<file path="config.mk">
export PLATFORM = sky130hd
export DESIGN_NAME = line_window_buf
export DESIGN_NICKNAME = d
export VERILOG_FILES = /design/src/rtl/lwb_pkg.sv /design/src/rtl/lwb_store.sv /design/src/rtl/lwb_wr_ctrl.sv /design/src/rtl/lwb_rd_seq.sv /design/src/rtl/line_window_buf.sv
export SDC_FILE = /design/constraint.sdc
export NUM_CORES = 1
export LEC_CHECK = 0
export ABC_AREA = 1
export BUFFER_PORTS_ARGS = -buffer_cell sky130_fd_sc_hd__buf_2
export CAP_MARGIN = 20
export CORE_ASPECT_RATIO = 1.5
export CORE_MARGIN = 2
export CORE_UTILIZATION = 25
export CTS_BUF_LIST = sky130_fd_sc_hd__clkbuf_16
export CTS_CLUSTER_DIAMETER = 50
export DETAILED_ROUTE_END_ITERATION = 8
export SLEW_MARGIN = 20
export SYNTH_ARGS = -nofsm -noshare
export SYNTH_HDL_FRONTEND = slang
export SYNTH_SLANG_ARGS = --single-unit
</file>
<file path="constraint.sdc">
create_clock -name clk -period 2.85 [get_ports clk]
set_input_delay 0.57 -clock clk [delete_from_list [all_inputs] [get_ports clk]]
set_output_delay 0.57 -clock clk [all_outputs]
set_load 0.005 [all_outputs]
</file>
<file path="src/rtl/lwb_pkg.sv">
package lwb_pkg;
  typedef enum logic [1:0] {
    SQ_WAIT = 2'd0,
    SQ_RUN  = 2'd1,
    SQ_DONE = 2'd2
  } seq_state_e;
endpackage

</file>
<file path="src/rtl/lwb_store.sv">
module lwb_store #(
  parameter int PIX_W = 8,
  parameter int DEPTH = 32,
  parameter int AW    = 5
) (
  input  logic             clk,
  input  logic             rst,
  input  logic             we,
  input  logic [AW-1:0]    waddr,
  input  logic [PIX_W-1:0] wdata,
  input  logic             re,
  input  logic [AW-1:0]    raddr,
  output logic [PIX_W-1:0] rdata,
  output logic             rvalid
);
  logic [PIX_W-1:0] mem [DEPTH];

  always_ff @(posedge clk) begin
    if (we) mem[waddr] <= wdata;
  end

  always_ff @(posedge clk) begin
    if (re) rdata <= mem[raddr];
  end

  always_ff @(posedge clk) begin
    if (rst) rvalid <= 1'b0;
    else     rvalid <= re;
  end
endmodule

</file>
<file path="src/rtl/lwb_wr_ctrl.sv">
module lwb_wr_ctrl #(
  parameter int TOTAL = 64,
  parameter int DEPTH = 32,
  parameter int CW    = 7
) (
  input  logic          clk,
  input  logic          rst,
  input  logic          px_valid,
  input  logic          px_commit,
  input  logic [CW-1:0] base,
  input  logic          restart,
  output logic          px_ready,
  output logic          accept,
  output logic [CW-1:0] wr_ptr,
  output logic [CW-1:0] cm_ptr
);
  logic room;
  logic not_full;

  assign not_full = wr_ptr < CW'(TOTAL);
  assign room     = wr_ptr < (base + CW'(DEPTH));
  assign px_ready = !restart && not_full && room;
  assign accept   = px_valid && px_ready;

  always_ff @(posedge clk) begin
    if (rst || restart) begin
      wr_ptr <= '0;
      cm_ptr <= '0;
    end else begin
      if (accept)    wr_ptr <= wr_ptr + CW'(1);
      if (px_commit) cm_ptr <= wr_ptr + CW'(accept);
    end
  end

  // the usable count never runs ahead of the transfer count
  a_r2_commit_bound: assert property (@(posedge clk) disable iff (rst)
    cm_ptr <= wr_ptr);

  // without a transfer the write pointer holds
  a_r1_ptr_hold: assert property (@(posedge clk) disable iff (rst)
    (!accept && !restart) |=> wr_ptr == $past(wr_ptr));
endmodule

</file>
<file path="src/rtl/lwb_rd_seq.sv">
module lwb_rd_seq
  import lwb_pkg::*;
#(
  parameter int IMG_W = 8,
  parameter int KSIZE = 3,
  parameter int NWIN  = 36,
  parameter int SPAN  = 19,
  parameter int CW    = 7,
  parameter int KW    = 2
) (
  input  logic          clk,
  input  logic          rst,
  input  logic [CW-1:0] cm_ptr,
  input  logic          wr_full,
  output logic          issue,
  output logic [CW-1:0] rd_idx,
  output logic [CW-1:0] base,
  output logic          restart
);
  seq_state_e state;
  logic [KW-1:0] kx, ky;
  logic gate, last_px;

  assign gate    = cm_ptr >= (base + CW'(SPAN));
  assign issue   = (state == SQ_RUN) || ((state == SQ_WAIT) && gate);
  assign restart = (state == SQ_DONE) && wr_full;
  assign last_px = (kx == KW'(KSIZE - 1)) && (ky == KW'(KSIZE - 1));
  assign rd_idx  = base + CW'(ky) * CW'(IMG_W) + CW'(kx);

  always_ff @(posedge clk) begin
    if (rst || restart) begin
      state <= SQ_WAIT;
      base  <= '0;
      kx    <= '0;
      ky    <= '0;
    end else if (issue) begin
      if (last_px) begin
        kx    <= '0;
        ky    <= '0;
        base  <= base + CW'(1);
        state <= (base == CW'(NWIN - 1)) ? SQ_DONE : SQ_WAIT;
      end else begin
        state <= SQ_RUN;
        if (kx == KW'(KSIZE - 1)) begin
          kx <= '0;
          ky <= ky + KW'(1);
        end else begin
          kx <= kx + KW'(1);
        end
      end
    end
  end

  // the base never passes the window count
  a_r5_base_bound: assert property (@(posedge clk) disable iff (rst)
    base <= CW'(NWIN));

  // a window that has started continues without a gap
  a_r4_run_next: assert property (@(posedge clk) disable iff (rst)
    (issue && !last_px) |=> issue);
endmodule

</file>
<file path="src/rtl/line_window_buf.sv">
module line_window_buf #(
  parameter int IMG_W = 8,
  parameter int KSIZE = 3,
  parameter int PIX_W = 8
) (
  input  logic             clk,
  input  logic             rst,
  input  logic             px_valid,
  output logic             px_ready,
  input  logic [PIX_W-1:0] px_data,
  input  logic             px_commit,
  output logic [PIX_W-1:0] win_data,
  output logic             win_valid
);
  localparam int TOTAL = IMG_W * IMG_W;
  localparam int NWIN  = (IMG_W - KSIZE + 1) * (IMG_W - KSIZE + 1);
  localparam int SPAN  = (KSIZE - 1) * IMG_W + KSIZE;
  localparam int AW    = $clog2(SPAN);
  localparam int DEPTH = 1 << AW;
  localparam int CW    = $clog2(TOTAL + DEPTH + 1);
  localparam int KW    = (KSIZE > 1) ? $clog2(KSIZE) : 1;

  logic          accept, restart, issue;
  logic [CW-1:0] wr_ptr, cm_ptr, base, rd_idx;

  lwb_wr_ctrl #(.TOTAL(TOTAL), .DEPTH(DEPTH), .CW(CW)) u_wr (
    .clk, .rst, .px_valid, .px_commit, .base, .restart,
    .px_ready, .accept, .wr_ptr, .cm_ptr
  );

  lwb_rd_seq #(.IMG_W(IMG_W), .KSIZE(KSIZE), .NWIN(NWIN), .SPAN(SPAN),
               .CW(CW), .KW(KW)) u_seq (
    .clk, .rst, .cm_ptr, .wr_full(wr_ptr == CW'(TOTAL)),
    .issue, .rd_idx, .base, .restart
  );

  lwb_store #(.PIX_W(PIX_W), .DEPTH(DEPTH), .AW(AW)) u_store (
    .clk, .rst, .we(accept), .waddr(wr_ptr[AW-1:0]), .wdata(px_data),
    .re(issue), .raddr(rd_idx[AW-1:0]), .rdata(win_data), .rvalid(win_valid)
  );

  // a transfer never lands on a slot still owned by the current window
  a_r7_no_overwrite: assert property (@(posedge clk) disable iff (rst)
    accept |-> (wr_ptr - base) < CW'(DEPTH));

  // every pixel read for a window is already usable
  a_r6_data_committed: assert property (@(posedge clk) disable iff (rst)
    issue |-> rd_idx < cm_ptr);

  // reset silences the output on the next cycle
  a_r8_reset_quiet: assert property (@(posedge clk)
    rst |=> !win_valid);
endmodule

</file>
# Word-level counts from Yosys, hierarchy flattened
# Memories as Yosys holds them, arrays and structs flattened. A register that Yosys moved wholly into a read port is not among the register bits.
# Cells that the tools add are included.
[totals]
register_bits = 28
ram_bits = 256
in_bits = 12
output_inout_bits = 10
wordCells = 47
mem_count = 1
[classes]
addsub = 9
order_cmp = 3
eq_ne = 6
n_mux = 8
reduce_logical = 13
[mem_list]
columns = ["name", "depth", "width", "rd", "rd_clocked_by_memory_dff", "write_ports", "line", "source"]
rows = [
  ["u_store.mem", 32, 8, 1, 1, 1, "lwb_store.sv:16", "logic [PIX_W-1:0] mem [DEPTH];"],
]
[ops]
columns = ["operator", "n"]
rows = [
  ["$add 7x1->7 const B", 2],
  ["$mux 2", 6],
  ["$add 7x1->7", 1],
  ["$add 7x5->7 const B", 1],
  ["$add 7x6->7 const B", 1],
  ["$eq 7x6->1 const B", 1],
  ["$eq 7x7->1 const B", 1],
  ["$ge 7x7->1", 1],
  ["$lt 7x7->1", 1],
  ["$lt 7x7->1 const B", 1],
  ["$eq 2x2->1 const B", 3],
  ["$logic_and 1x1->1", 6],
  ["$add 5x2->5", 1],
  ["$add 5x5->5", 1],
  ["$add 2x1->2 const B", 2],
  ["$reduce_and 2->1", 2],
  ["$eq 2x1->1 const B", 1],
  ["$logic_not 2->1", 1],
  ["$logic_or 1x1->1", 2],
  ["$mux 1", 2],
  ["$reduce_bool 2->1", 1],
  ["$logic_not 1->1", 1],
]

# Logic depth before layout (Yosys ltp)
[logic_depth]
word_depth = 8
depth_mapped = 15
depth_no_buf = 14

# Cells and area by module
# From an unflattened synthesis, not the netlist that was laid out.
[hier_totals]
hier_cells = 1242
area_unflattened_um2 = 13066.3
[by_module_without_submodules]
columns = ["mod", "n_inst", "cells_per_inst", "area_each_um2", "seq_area_each_um2"]
rows = [
  ["lwb_store", 1, 925, 10890.4, 7947.6],
  ["lwb_rd_seq", 1, 169, 1174.9, 260.2],
  ["lwb_wr_ctrl", 1, 142, 978.4, 280.3],
  ["line_window_buf", 1, 6, 22.5, 0.0],
]

# Worst setup path before layout
# OpenSTA, ideal clock, no wires.
[synth_timing]
path_kind = "register to register"
startpoint = "register u_seq.base[1]"
endpoint = "register u_store.rdata[0], read port of u_store.mem, enable pin"
setup_ns = 0.382
t_arrival_ns = 2.284
required_ns = 2.468
setup_slack_ns = 0.184
path_stages_with_launch = 11
period_less_slack_ns = 2.666
cell_sequence = "dfxtp_1 > inv_1 > ha_1 > or2_1 > a21oi_1 > xor2_1 > ha_1 > nand2_1 > nor2_1 > nand2_1 > a21oi_1"
[synth_via]
elab_chain_len = 4
[synth_rtl]
columns = ["element", "line", "source"]
rows = [
  ["start: declaration", "lwb_rd_seq.sv:17", "output logic [CW-1:0] base,"],
  ["start signal: assignment", "lwb_rd_seq.sv:40", "base <= base + CW'(1);"],
  ["$add 7x5->7", "lwb_rd_seq.sv:24", "assign gate = cm_ptr >= (base + CW'(SPAN));"],
  ["$ge 7x7->1", "lwb_rd_seq.sv:24", ""],
  ["$logic_and 1x1->1", "lwb_rd_seq.sv:25", "assign issue = (state == SQ_RUN) || ((state == SQ_WAIT) && gate);"],
  ["$logic_or 1x1->1", "lwb_rd_seq.sv:25", ""],
  ["net issue", "line_window_buf.sv:23", "logic accept, restart, issue;"],
  ["end: declaration", "lwb_store.sv:13", "output logic [PIX_W-1:0] rdata,"],
]
# The timed path passes the listed nets, and every way through them passes these cells.
# A chain may end at the register's enable or synchronous reset.

# Worst setup path after layout
[layout_timing]
startpoint = "register u_seq.base[2]"
endpoint = "output port px_ready"
[layout_via]
elab_chain_len = 3
[layout_rtl]
columns = ["element", "line", "source"]
rows = [
  ["$add 7x6->7", "lwb_wr_ctrl.sv:21", "assign room = wr_ptr < (base + CW'(DEPTH));"],
  ["$lt 7x7->1", "lwb_wr_ctrl.sv:21", ""],
  ["$logic_and 1x1->1", "lwb_wr_ctrl.sv:22", "assign px_ready = !restart && not_full && room;"],
  ["end: declaration", "line_window_buf.sv:9", "output logic px_ready,"],
]
# No other way between the ends.

==> flow_metrics.py <==
metrics = {
    "detailed_routing": {
        "viasPerCell": 4.401,
        "drtPass1Iterations": 4,
        "routed_wirelength_mm": 31.77,
        "wire_per_inst_um": 15.74,
        "drc_errors": 0,
        "route.vias.total": 8885,
        "detail_route.iter0.violations": 653,
        "drtAntennaViolNets": 0,
    },
    "worst_setup_path": {
        "cp_cell_sequence": "inv_1, ha_1, a21oi_1, nand2_1, nand2_1, buf_4, nand2_1, inv_1, buf_2",
        "arrival_ns": 2.11,
        "timing.reg2reg.setup_slack_ns": 0.25,
        "slowest_stage": "sky130_fd_sc_hd__dfxtp_2",
        "worst_path_most_repeated_cell": "sky130_fd_sc_hd__nand2_1",
        "reg2reg_to": "u_store.rdata[2]",
        "critical_path_class": "flip-flop to output port",
        "timing.critical_path.required_ns": 2.28,
        "setup.worst_path.end_class": "output port",
        "rr_worst_depth": 10,
        "critical_path.reg2reg.startpoint": "u_seq.kx[0]",
        "critPathLaunchType": "flip-flop",
        "critical_path_peak_fanout": 6,
        "timing.critical_path.slowest_cell_delay_ns": 0.39,
    },
    "clock_tree": {
        "worst_setup_hold_path_clk_slew_ns": 0.07,
        "worstSkewPairLatency_ns": 0.55,
        "cts_resized": 0,
        "clockBufferDepth": 3,
        "hold_buffers": 0,
        "post_cts_buffers": 0,
        "clkSinkCount": 292,
        "tritoncts.num_buffers": 27,
        "h-tree-depth": 1,
        "clock_tree.root_cell": "sky130_fd_sc_hd__clkbuf_16",
        "cts_tree": "built",
    },
    "sta": {
        "slew_headroom": 0.5122,
        "total_count_of_max_transition_violations_in_the_final_report": 0,
        "worst_slew_pin_slew_ns": 0.7317,
        "timing.final.crit_period_ns": 2.679,
        "timing_hold_violations_final": 0,
        "final_min_period_over_clock_period": 0.9399,
        "fin_setup_tns_ns": 0,
        "setup_viol_count_final": 0,
        "maxClockFrequency_ghz": 0.3733,
        "rsz_0062_raised_after_global_routing": "false",
        "timing.clock.skew_ns": 0.01746,
        "hold-worst-slack_ns": 0.2980,
    },
    "power_and_ir_drop": {
        "power_leakage_nw": 5.668,
        "vdd.ir_drop.worst_v": 0.0003396,
        "power.density_nw_per_um2": 636.4,
    },
    "placed_design": {
        "finalWeightedCongestion": 0.8301,
        "hpwl_mm": 20.72,
        "io_buffer_count": 21,
    },
    "logic_synthesis": {
        "synth_area_per_cell_um2": 10.22,
        "synthesis.nets": 1306,
        "synthTopCellsByArea": "sky130_fd_sc_hd__edfxtp_1 (61%), sky130_fd_sc_hd__nand2_1 (12%), sky130_fd_sc_hd__nand3_1 (4.9%), sky130_fd_sc_hd__nor2_1 (4.5%), sky130_fd_sc_hd__dfxtp_1 (4.3%)",
        "number_of_flops_mapped_to_enable_cells_by_yosys": 264,
        "synth_cell_types": 37,
        "ys_seq_elements": 292,
        "ys_dominant_reg_cell": "sky130_fd_sc_hd__edfxtp_1",
        "netlist_instances": 1269,
        "ys.warnings.count": 0,
        "post-synth-top-area-cell": "sky130_fd_sc_hd__edfxtp_1",
        "yosysTopAreaCellShare": 0.6112,
        "synth-async-reset-ratio": 0,
        "yosysSeqAreaShare": 0.6544,
        "synth.cell_area_um2": 12970,
    },
    "floorplan": {
        "io-pin-count": 22,
        "row_count": 102,
        "die_area_um2": 53760,
        "die_w_um": 190.0,
        "fp.coreArea_um2": 51430,
        "chipHeight_um": 283.0,
        "start_util": 0.2522,
    },
    "global_route": {
        "vias_in_the_first_global_route": 8852,
        "grt-ovfl-total": 0,
        "grt_max_degree": 81,
        "grt_pass1_wl_mm": 49.26,
        "antenna_violations_before_repair": 0,
        "grt_use_total": 0.1173,
    },
    "status": {
        "run_status": "complete, no violations",
    },
    "final_layout": {
        "num_antenna_cells": 0,
        "final_common_cell": "sky130_fd_sc_hd__nand2_1",
        "drive_gt1_frac": 0.1184,
        "finish.net_count": 1360,
        "layout_common_cells": "sky130_fd_sc_hd__nand2_1 (417), sky130_fd_sc_hd__edfxtp_1 (264), sky130_fd_sc_hd__nor2_1 (157), sky130_fd_sc_hd__nand3_1 (127), sky130_fd_sc_hd__buf_4 (55)",
        "flow.area_growth_from_synthesis_pct": 15.89,
    },
    "min_path": {
        "hold_path_startpoint": "rst",
        "holdPathEnd": "u_store.rvalid",
        "hp-class": "input port to flip-flop",
        "hold-path-cell-count": 2,
    },
    "flow_run": {
        "cap_viol_max_count": 0,
    },
}
-- where the power goes --
part / internal [mW] / leakage (nW) / switching [mW]
Combinational: 0.422 / 2.64 / 0.939
Sequential: 4.75 / 2.61 / 0.0520
Clock: 1.77 / 0.409 / 1.63
Total: 6.95 / 5.67 / 2.62
-- metal layers --
metal | vias to the layer above | wire length (um) | track usage
met5 | - | 0 | 0
met4 | 0 | 1217 | 0.05446
met3 | 60 | 1235 | 0.01189
met2 | 201 | 17040 | 0.2205
met1 | 4241 | 12280 | 0.1309
li1 | 4383 | - | -
-- flip-flops by register name, indices dropped and copies added (netlist names), 2 cells and up --
signal         count
u_store.rdata      8
u_seq.base         7
u_seq.kx           2
u_seq.ky           2
u_wr.wr_ptr        7
u_wr.cm_ptr        7
u_seq.state        2
u_store.mem      256
-- worst max-delay path: cells and delay by family (launching register included) --
family                   cells  cell delay [ns]
buffers and inverters        4             0.44
flip-flops                   1             0.39
AO/OA/AOI/OAI                1             0.15
AND/OR/NAND/NOR              3             0.26
adder cells (fa/ha/maj)      1             0.32
-- synthesized netlist by cell type, types with 12 or more instances --
cell                         n
sky130_fd_sc_hd__a21oi_1    25
sky130_fd_sc_hd__buf_2      34
sky130_fd_sc_hd__clkbuf_1   15
sky130_fd_sc_hd__dfxtp_1    28
sky130_fd_sc_hd__edfxtp_1  264
sky130_fd_sc_hd__ha_1       24
sky130_fd_sc_hd__inv_1      51
sky130_fd_sc_hd__nand2_1   418
sky130_fd_sc_hd__nand3_1   127
sky130_fd_sc_hd__nand4_1    14
sky130_fd_sc_hd__nor2_1    157
sky130_fd_sc_hd__o21ai_0    42
sky130_fd_sc_hd__xor2_1     12
-- kinds of logic after synthesis --
kind of cell	after synthesis	share of synthesized area
DFF	292	0.6544
adders and majority gates	25	0.02470
xor gates and xnor gates	17	0.01408
AOI/OAI and AO/OA	85	0.03425
and+or+nand+nor	730	0.2318
buffers and inverters	120	0.04071
-- per-stage QoR --
step | total power, mW | instance area [um2] | std cells | worst slack, ns | utilization
3_5_place_dp | 6.275 | 14200 | 1970 | 0.08635 | 0.2760
4_1_cts | 9.653 | 15020 | 2019 | 0.04778 | 0.2921
5_1_grt | 9.952 | 15030 | 2019 | 0.009476 | 0.2922
3_3_place_gp | 6.251 | 14200 | 1970 | 0.1605 | 0.2760
6_report | 9.565 | 15030 | 2019 | 0.1714 | 0.2922
2_1_floorplan | 5.770 | 12970 | 1269 | 0.1837 | -
-- how the worst max path moves through the flow --
stage,start,end,cells past startpoint
CTS,u_seq.base[2],px_ready,9
global route,u_seq.base[2],px_ready,9
floorplan,u_seq.base[1],u_store.rdata[0],10
finish,u_seq.base[2],px_ready,9
detailed placement,u_seq.base[0],u_seq.base[0],14
global placement,u_seq.base[0],u_seq.base[0],14
-- cell type report --
class,count,area [um2]
Timing Repair Buffer,82,638.1
Clock buffer,27,675.6
Clock inverter,22,151.4
Inverter,63,242.7
Tap cell,676,845.8
Fill cell,5239,36400
Sequential cell,292,8493
Multi-Input combinational cell,857,3984
Power figures use the tool's default switching activity.
